File: src/rtl/pwmgen_pkg.sv
`timescale 1ns/1ps
package pwmgen_pkg;

  // byte offsets of the three words
  localparam int OFS_CTRL   = 'h00;
  localparam int OFS_SAMPLE = 'h0C;
  localparam int OFS_PERIOD = 'h10;

  // control word layout
  localparam int EN_BIT   = 0;
  localparam int PSC_LSB  = 4;
  localparam int SRC_LSB  = 16;
  localparam int DBG_BIT  = 22;
  localparam int WAIT_BIT = 23;
  localparam int DOZE_BIT = 24;

  typedef enum logic [1:0] {
    SRC_NONE = 2'd0,
    SRC_NORM = 2'd1,
    SRC_FAST = 2'd2,
    SRC_RSVD = 2'd3
  } clk_src_e;

  // bits of the control word that hold state
  function automatic logic [31:0] ctrl_keep_mask(input int psc_w);
    logic [31:0] m;
    m = '0;
    m[EN_BIT] = 1'b1;
    for (int i = 0; i < psc_w; i++) m[PSC_LSB + i] = 1'b1;
    m[SRC_LSB]     = 1'b1;
    m[SRC_LSB + 1] = 1'b1;
    m[DBG_BIT]  = 1'b1;
    m[WAIT_BIT] = 1'b1;
    m[DOZE_BIT] = 1'b1;
    return m;
  endfunction

  // the strobe that advances the prescaler this cycle
  function automatic logic pick_tick(input clk_src_e src, input logic t_norm,
                                     input logic t_fast);
    case (src)
      SRC_NORM: return t_norm;
      SRC_FAST: return t_fast;
      default:  return 1'b0;
    endcase
  endfunction

  // counting is allowed unless a low-power mode is active without its permit
  function automatic logic run_allowed(input logic en,
                                       input logic m_dbg, input logic m_wait,
                                       input logic m_doze,
                                       input logic ok_dbg, input logic ok_wait,
                                       input logic ok_doze);
    return en && !(m_dbg && !ok_dbg) && !(m_wait && !ok_wait) && !(m_doze && !ok_doze);
  endfunction

endpackage

File: src/rtl/pwmgen_regs.sv
`timescale 1ns/1ps
module pwmgen_regs
  import pwmgen_pkg::*;
#(
  parameter int ADDR_W = 5,
  parameter int DATA_W = 32,
  parameter int CNT_W  = 16,
  parameter int PSC_W  = 12
) (
  input  logic              clk,
  input  logic              rst_n,
  input  logic              bus_wr,
  input  logic [ADDR_W-1:0] bus_addr,
  input  logic [DATA_W-1:0] bus_wdata,
  output logic [DATA_W-1:0] bus_rdata,
  output logic              ctl_en,
  output logic [PSC_W-1:0]  ctl_psc,
  output clk_src_e          ctl_src,
  output logic              ctl_dbg_ok,
  output logic              ctl_wait_ok,
  output logic              ctl_doze_ok,
  output logic [CNT_W-1:0]  sample_q,
  output logic [CNT_W-1:0]  period_q
);

  localparam logic [DATA_W-1:0] KEEP = DATA_W'(ctrl_keep_mask(PSC_W));

  logic [DATA_W-1:0] ctrl_q;

  // decoded hits, named for the checks below
  logic hit_ctrl, hit_sample, hit_period;
  assign hit_ctrl   = (bus_addr == ADDR_W'(OFS_CTRL));
  assign hit_sample = (bus_addr == ADDR_W'(OFS_SAMPLE));
  assign hit_period = (bus_addr == ADDR_W'(OFS_PERIOD));

  logic wr_ctrl, wr_sample, wr_period;
  assign wr_ctrl   = bus_wr && hit_ctrl;
  assign wr_sample = bus_wr && hit_sample;
  assign wr_period = bus_wr && hit_period;

  always_ff @(posedge clk or negedge rst_n) begin
    if (!rst_n) begin
      ctrl_q   <= '0;
      sample_q <= '0;
      period_q <= '0;
    end else begin
      if (wr_ctrl)   ctrl_q   <= bus_wdata & KEEP;
      if (wr_sample) sample_q <= bus_wdata[CNT_W-1:0];
      if (wr_period) period_q <= bus_wdata[CNT_W-1:0];
    end
  end

  always_comb begin
    bus_rdata = '0;
    if (hit_ctrl)        bus_rdata = ctrl_q;
    else if (hit_sample) bus_rdata = DATA_W'(sample_q);
    else if (hit_period) bus_rdata = DATA_W'(period_q);
  end

  assign ctl_en      = ctrl_q[EN_BIT];
  assign ctl_psc     = ctrl_q[PSC_LSB +: PSC_W];
  assign ctl_src     = clk_src_e'(ctrl_q[SRC_LSB +: 2]);
  assign ctl_dbg_ok  = ctrl_q[DBG_BIT];
  assign ctl_wait_ok = ctrl_q[WAIT_BIT];
  assign ctl_doze_ok = ctrl_q[DOZE_BIT];

  // a duty write is held exactly as written in its low field
  p_sample_wr_r2: assert property (@(posedge clk) disable iff (!rst_n)
    wr_sample |=> sample_q == $past(bus_wdata[CNT_W-1:0]));

  // a write to no mapped word leaves every word unchanged
  p_unmapped_wr_r2: assert property (@(posedge clk) disable iff (!rst_n)
    (bus_wr && !hit_ctrl && !hit_sample && !hit_period) |=>
      ($stable(ctrl_q) && $stable(sample_q) && $stable(period_q)));

endmodule

File: src/rtl/pwmgen_prescale.sv
`timescale 1ns/1ps
module pwmgen_prescale
  import pwmgen_pkg::*;
#(
  parameter int PSC_W = 12
) (
  input  logic             clk,
  input  logic             rst_n,
  input  logic             en,
  input  logic [PSC_W-1:0] psc,
  input  clk_src_e         src,
  input  logic             tick_norm,
  input  logic             tick_fast,
  input  logic             mode_dbg,
  input  logic             mode_wait,
  input  logic             mode_doze,
  input  logic             dbg_ok,
  input  logic             wait_ok,
  input  logic             doze_ok,
  output logic             run_ok,
  output logic             cnt_tick
);

  logic [PSC_W-1:0] pre_q;
  logic             src_tick;
  logic             wrap;

  assign src_tick = pick_tick(src, tick_norm, tick_fast);
  assign run_ok   = run_allowed(en, mode_dbg, mode_wait, mode_doze,
                                dbg_ok, wait_ok, doze_ok);
  // >= so that lowering the ratio mid-count wraps at once
  assign wrap     = (pre_q >= psc);
  assign cnt_tick = run_ok && src_tick && wrap;

  always_ff @(posedge clk or negedge rst_n) begin
    if (!rst_n)                pre_q <= '0;
    else if (!en)              pre_q <= '0;
    else if (run_ok && src_tick) pre_q <= wrap ? '0 : pre_q + 1'b1;
  end

  // a blocked mode freezes the divider
  p_freeze_hold_r9: assert property (@(posedge clk) disable iff (!rst_n)
    (en && !run_ok) |=> $stable(pre_q));

  // a source tick that does not complete the ratio steps the divider by one
  p_psc_step_r4: assert property (@(posedge clk) disable iff (!rst_n)
    (en && run_ok && src_tick && !cnt_tick) |=> pre_q == $past(pre_q) + 1'b1);

  // with the run bit clear the divider returns to zero
  p_psc_idle_r3: assert property (@(posedge clk) disable iff (!rst_n)
    !en |=> pre_q == '0);

endmodule

File: src/rtl/pwmgen_core.sv
`timescale 1ns/1ps
module pwmgen_core #(
  parameter int CNT_W = 16
) (
  input  logic             clk,
  input  logic             rst_n,
  input  logic             en,
  input  logic             cnt_tick,
  input  logic [CNT_W-1:0] sample_reg,
  input  logic [CNT_W-1:0] period_reg,
  output logic             boundary,
  output logic             pwm_out
);

  // last count of a period: period word + 1, saturating at all ones
  function automatic logic [CNT_W-1:0] last_idx(input logic [CNT_W-1:0] per);
    return (per == '1) ? '1 : per + 1'b1;
  endfunction

  logic [CNT_W-1:0] cnt_q;
  logic [CNT_W-1:0] act_sample_q;
  logic [CNT_W-1:0] act_period_q;
  logic [CNT_W-1:0] last_cnt;

  assign last_cnt = last_idx(act_period_q);
  assign boundary = cnt_tick && (cnt_q == last_cnt);

  always_ff @(posedge clk or negedge rst_n) begin
    if (!rst_n) begin
      cnt_q        <= '0;
      act_sample_q <= '0;
      act_period_q <= '0;
    end else if (!en) begin
      cnt_q        <= '0;
      act_sample_q <= sample_reg;
      act_period_q <= period_reg;
    end else if (boundary) begin
      cnt_q        <= '0;
      act_sample_q <= sample_reg;
      act_period_q <= period_reg;
    end else if (cnt_tick) begin
      cnt_q <= cnt_q + 1'b1;
    end
  end

  // compare of two flops; no extra register on the output
  assign pwm_out = en && (cnt_q < act_sample_q);

  // the count never passes the last step of the active period
  p_cnt_bound_r5: assert property (@(posedge clk) disable iff (!rst_n)
    cnt_q <= last_cnt);

  // a completed period restarts at zero
  p_wrap_zero_r5: assert property (@(posedge clk) disable iff (!rst_n)
    (en && boundary) |=> cnt_q == '0);

  // disabled means the counter sits at zero
  p_idle_clear_r3: assert property (@(posedge clk) disable iff (!rst_n)
    !en |=> cnt_q == '0);

  // the shadow values change only at a boundary while running
  p_shadow_hold_r7: assert property (@(posedge clk) disable iff (!rst_n)
    (en && !boundary) |=> ($stable(act_sample_q) && $stable(act_period_q)));

endmodule

File: src/rtl/pwm_regmap_gen.sv
`timescale 1ns/1ps
module pwm_regmap_gen
  import pwmgen_pkg::*;
#(
  parameter int ADDR_W = 5,
  parameter int DATA_W = 32,
  parameter int CNT_W  = 16,
  parameter int PSC_W  = 12
) (
  input  logic              clk,
  input  logic              rst_n,
  input  logic              bus_wr,
  input  logic [ADDR_W-1:0] bus_addr,
  input  logic [DATA_W-1:0] bus_wdata,
  output logic [DATA_W-1:0] bus_rdata,
  input  logic              tick_norm,
  input  logic              tick_fast,
  input  logic              mode_dbg,
  input  logic              mode_wait,
  input  logic              mode_doze,
  output logic              pwm_out
);

  logic             ctl_en;
  logic [PSC_W-1:0] ctl_psc;
  clk_src_e         ctl_src;
  logic             ctl_dbg_ok, ctl_wait_ok, ctl_doze_ok;
  logic [CNT_W-1:0] sample_q, period_q;
  logic             run_ok, cnt_tick, boundary;

  pwmgen_regs #(
    .ADDR_W(ADDR_W), .DATA_W(DATA_W), .CNT_W(CNT_W), .PSC_W(PSC_W)
  ) u_regs (
    .clk        (clk),
    .rst_n      (rst_n),
    .bus_wr     (bus_wr),
    .bus_addr   (bus_addr),
    .bus_wdata  (bus_wdata),
    .bus_rdata  (bus_rdata),
    .ctl_en     (ctl_en),
    .ctl_psc    (ctl_psc),
    .ctl_src    (ctl_src),
    .ctl_dbg_ok (ctl_dbg_ok),
    .ctl_wait_ok(ctl_wait_ok),
    .ctl_doze_ok(ctl_doze_ok),
    .sample_q   (sample_q),
    .period_q   (period_q)
  );

  pwmgen_prescale #(.PSC_W(PSC_W)) u_psc (
    .clk      (clk),
    .rst_n    (rst_n),
    .en       (ctl_en),
    .psc      (ctl_psc),
    .src      (ctl_src),
    .tick_norm(tick_norm),
    .tick_fast(tick_fast),
    .mode_dbg (mode_dbg),
    .mode_wait(mode_wait),
    .mode_doze(mode_doze),
    .dbg_ok   (ctl_dbg_ok),
    .wait_ok  (ctl_wait_ok),
    .doze_ok  (ctl_doze_ok),
    .run_ok   (run_ok),
    .cnt_tick (cnt_tick)
  );

  pwmgen_core #(.CNT_W(CNT_W)) u_core (
    .clk       (clk),
    .rst_n     (rst_n),
    .en        (ctl_en),
    .cnt_tick  (cnt_tick),
    .sample_reg(sample_q),
    .period_reg(period_q),
    .boundary  (boundary),
    .pwm_out   (pwm_out)
  );

  // the counter only steps on a cycle where counting is permitted
  p_tick_gated_r8: assert property (@(posedge clk) disable iff (!rst_n)
    cnt_tick |-> run_ok);

  // a boundary cannot occur while a blocked mode is active
  p_no_wrap_frozen_r9: assert property (@(posedge clk) disable iff (!rst_n)
    !run_ok |-> !boundary);

endmodule

File: config.mk
export PLATFORM = sky130hd
export DESIGN_NAME = pwm_regmap_gen
export DESIGN_NICKNAME = d
export VERILOG_FILES = /design/src/rtl/pwmgen_pkg.sv /design/src/rtl/pwmgen_regs.sv /design/src/rtl/pwmgen_prescale.sv /design/src/rtl/pwmgen_core.sv /design/src/rtl/pwm_regmap_gen.sv
export SDC_FILE = /design/constraint.sdc
export NUM_CORES = 1
export LEC_CHECK = 0
export BUFFER_PORTS_ARGS = -buffer_cell sky130_fd_sc_hd__buf_2
export CORE_ASPECT_RATIO = 0.9
export CORE_MARGIN = 5
export CORE_UTILIZATION = 31
export DETAILED_ROUTE_END_ITERATION = 8
export HOLD_SLACK_MARGIN = 0.15
export PLACE_DENSITY = 0.49
export SYNTH_ARGS = -nofsm -noshare
export SYNTH_HDL_FRONTEND = slang
export SYNTH_SLANG_ARGS = --single-unit
export TNS_END_PERCENT = 20
File: constraint.sdc
create_clock -name clk -period 3.85 [get_ports clk]
set_input_delay 0.5775 -clock clk [delete_from_list [all_inputs] [get_ports clk]]
set_output_delay 0.5775 -clock clk [all_outputs]
set_load 0.02 [all_outputs]
==> flow_summary.yaml <==
worst_setup_path:
  crit_required_ns: 4.09
  r2r_cells: 9
  cp-end-kind: "flop"
  critPathLaunchType: "flop"
  critical_path_class: "reg2reg"
  r2r_start: "u_core.act_period_q[6]$_DFFE_PN0P_"
  r2r_slack_ns: 0.59
  crit_arrival_ns: 3.50
  critPathMaxFanout: 21
  rr_endpoint: "u_core.act_period_q[3]$_DFFE_PN0P_"
yosys:
  yosysSeqAreaShare_pct: 42.7
  avgSynthCellArea_sq_um: 10.3
  ys_warn_count: 0
  post-synth-top-area-cell: "dfrtp_1"
  synth_top_area_share_pct: 42.7
  ys_seq_elements: 110
  synth_edf_count: 0
  netlist_area_sq_mm: 0.00645
  synth_cell_type_count: 55
  async_flop_share_pct: 100
  yosys_most_used_dff: "dfrtp_1"
  synthCells: 623
  yosys-top-cells-area: "dfrtp_1, mux2_2, ha_1"
grt:
  grt_max_degree: 60
  grt_pass1_vias: 5004
  overflow: 0
  grt_util_all_layers_pct: 14.0
  grt_pass1_wl_um: 26900
  antenna_found_initial: 0
timing:
  finalSetupViolations: 0
  slew_headroom_pct: 40.6
  final_max_slew_viol_count: 0
  fin_tns_setup_ns: 0
  setup_ws_ns: 0.589
  finalCritPeriodShare_pct: 84.7
  fin_worst_skew_ns: 0.0109
  hold_violations: 0
  finalCriticalPeriod_ns: 3.26
  worst_slew_pin_slew_ns: 0.891
  rsz0062_at_grt: "no"
  fmax_mhz: 307
placed_design:
  dp_hpwl_um: 12300
  placedCellCount: 924
  portBuffers: 55
  place_ws_ns: 0.621
  place_congestion: 0.833
route:
  drt-pass1-iter-count: 4
  via_count: 4835
  wl_per_cell_um: 17.3
  antenna_left: 0
  drc: 0
  first_iter_violations: 315
  wl_um: 16300
  viasPerCell: 5.14
layout:
  drive_gt1_share_pct: 25.6
  antenna_cells: 0
  final_common_cell: "dfrtp_1"
  areaGrowthSynthToFinish_pct: 13.6
  final_cell_mix: "dfrtp_1, mux2_2, buf_2"
  nets: 752
  fin_cells: 940
job:
  drv_cap: 0
cts:
  clk_latency_ns: 0.36
  cts_buffer_depth: 2
  cts_buffers: 9
  postCtsSetupBuffers: 0
  cts_max_level: 3
  cts_resized: 0
  cts_hold_buf: 0
  tritoncts: "built"
  clk_pin_slew_ns: 0.07
  cts_root_buf: "clkbuf_16"
  clock_sinks: 110
floorplanning:
  boundaryPins: 78
  rows: 50
  die_width_um: 162
  coreArea_sq_mm: 0.0206
  start_util_pct: 31.2
  die_y_um: 147
  die_area_sq_mm: 0.0238
hold_path:
  min_path_type: "in2async"
power_and_ir_drop:
  p_leak_nw: 3.42
  irDropWorstVdd_uv: 233
  power_density_mw_per_mm2: 441
status:
  status: "finished, final reports clean"
==> worst max-delay path by stage <==
| stage | start | endpoint | slack (ns) | cells past startpoint |
|---|---|---|---|---|
| after floorplan | u_regs.ctrl_q[16]$_DFFE_PN0P_ | u_core.act_period_q[3]$_DFFE_PN0P_ | 1.12 | 11 |
| after global placement | u_core.act_period_q[6]$_DFFE_PN0P_ | u_core.act_period_q[3]$_DFFE_PN0P_ | 0.61 | 9 |
| after detailed placement | u_core.act_period_q[6]$_DFFE_PN0P_ | u_core.act_period_q[3]$_DFFE_PN0P_ | 0.62 | 9 |
| after CTS | u_core.act_period_q[6]$_DFFE_PN0P_ | u_core.act_period_q[3]$_DFFE_PN0P_ | 0.61 | 9 |
| after global routing | u_core.act_period_q[6]$_DFFE_PN0P_ | u_core.act_period_q[5]$_DFFE_PN0P_ | 0.43 | 9 |
| final | u_core.act_period_q[6]$_DFFE_PN0P_ | u_core.act_period_q[3]$_DFFE_PN0P_ | 0.59 | 9 |
==> cell type report <==
type,count,area [sq um]
fill,2080,13300
multi-input combinational,440,3390
sequential,110,2750
timing repair buffer,67,380
tap,260,325
clock buffer,9,225
inverter,47,176
clock inverter,7,68.8
==> sequential cells by signal, indices dropped and copies added, names as in the netlist <==
| name | count |
|---|---|
| u_core.act_period_q | 16 |
| u_core.act_sample_q | 16 |
| u_core.cnt_q | 16 |
| u_psc.pre_q | 12 |
| u_regs.ctrl_q | 18 |
| u_regs.period_q | 16 |
| u_regs.sample_q | 16 |
==> synth_stat cells (15+ instances only) <==
master / number
dfrtp_1: 110
mux2_2: 78
inv_1: 47
nand2_1: 42
ha_1: 32
xnor2_1: 31
nor2_1: 27
o21ai_0: 27
clkbuf_1: 20
nand3_1: 18
and2_1: 17
a22oi_1: 16
nand4_1: 16
a21oi_1: 15
==> metrics by stage <==
step | hold slack (ns) | util (%) | area [sq um] | power [W]
6_report | 0.310 | 35.5 | 7320 | 0.00323
5_1_grt | 0.387 | 35.5 | 7320 | 0.00343
4_1_cts | 0.330 | 35.5 | 7320 | 0.00327
3_5_place_dp | 0.494 | 34.0 | 7030 | 0.00234
3_3_place_gp | 0.489 | 34.0 | 7030 | 0.00230
2_1_floorplan | 0.282 | - | 6480 | 0.00208
==> worst max-delay path: stages, from the launching register on <==
cell and delay (ns):
dfrtp_1 0.55, nand4_4 0.23, nor4_1 0.65, a32o_1 0.22
nor3_1 0.07, a32o_1 0.27, nor4_1 0.43, a31oi_4 0.14
buf_4 0.26, mux2_4 0.32
==> kinds of logic (layout without fill, tap and decap cells) <==
group / Yosys count / in the layout / share of synthesized area, %
flip-flops: 110 / 110 / 42.7
AO/OA/AOI/OAI: 105 / 105 / 10.8
AND/OR/NAND/NOR: 171 / 171 / 14.6
buffers and inverters: 83 / 130 / 5.67
adder cells (fa/ha/maj): 32 / 32 / 6.21
other: 1 / 11 / 0.0582
XOR/XNOR: 37 / 37 / 5.03
multiplexers: 84 / 84 / 14.9
==> routing by layer <==
metal  global-route usage (%)  routed length, um  vias up
met1                     19.3               7820     2403
li1                         -                  -     2315
met5                        0                  0        -
met2                     22.7               7690      100
met3                     2.52                512       17
met4                     4.27                249        0
==> report_power, final <==
group          total [W]  switching [W]  internal, W
sequential       0.00155       0.000198      0.00136
combinational   0.000754       0.000379     0.000375
clock           0.000924       0.000469     0.000455
total            0.00323        0.00105      0.00219
Power figures use the tool's default switching activity.
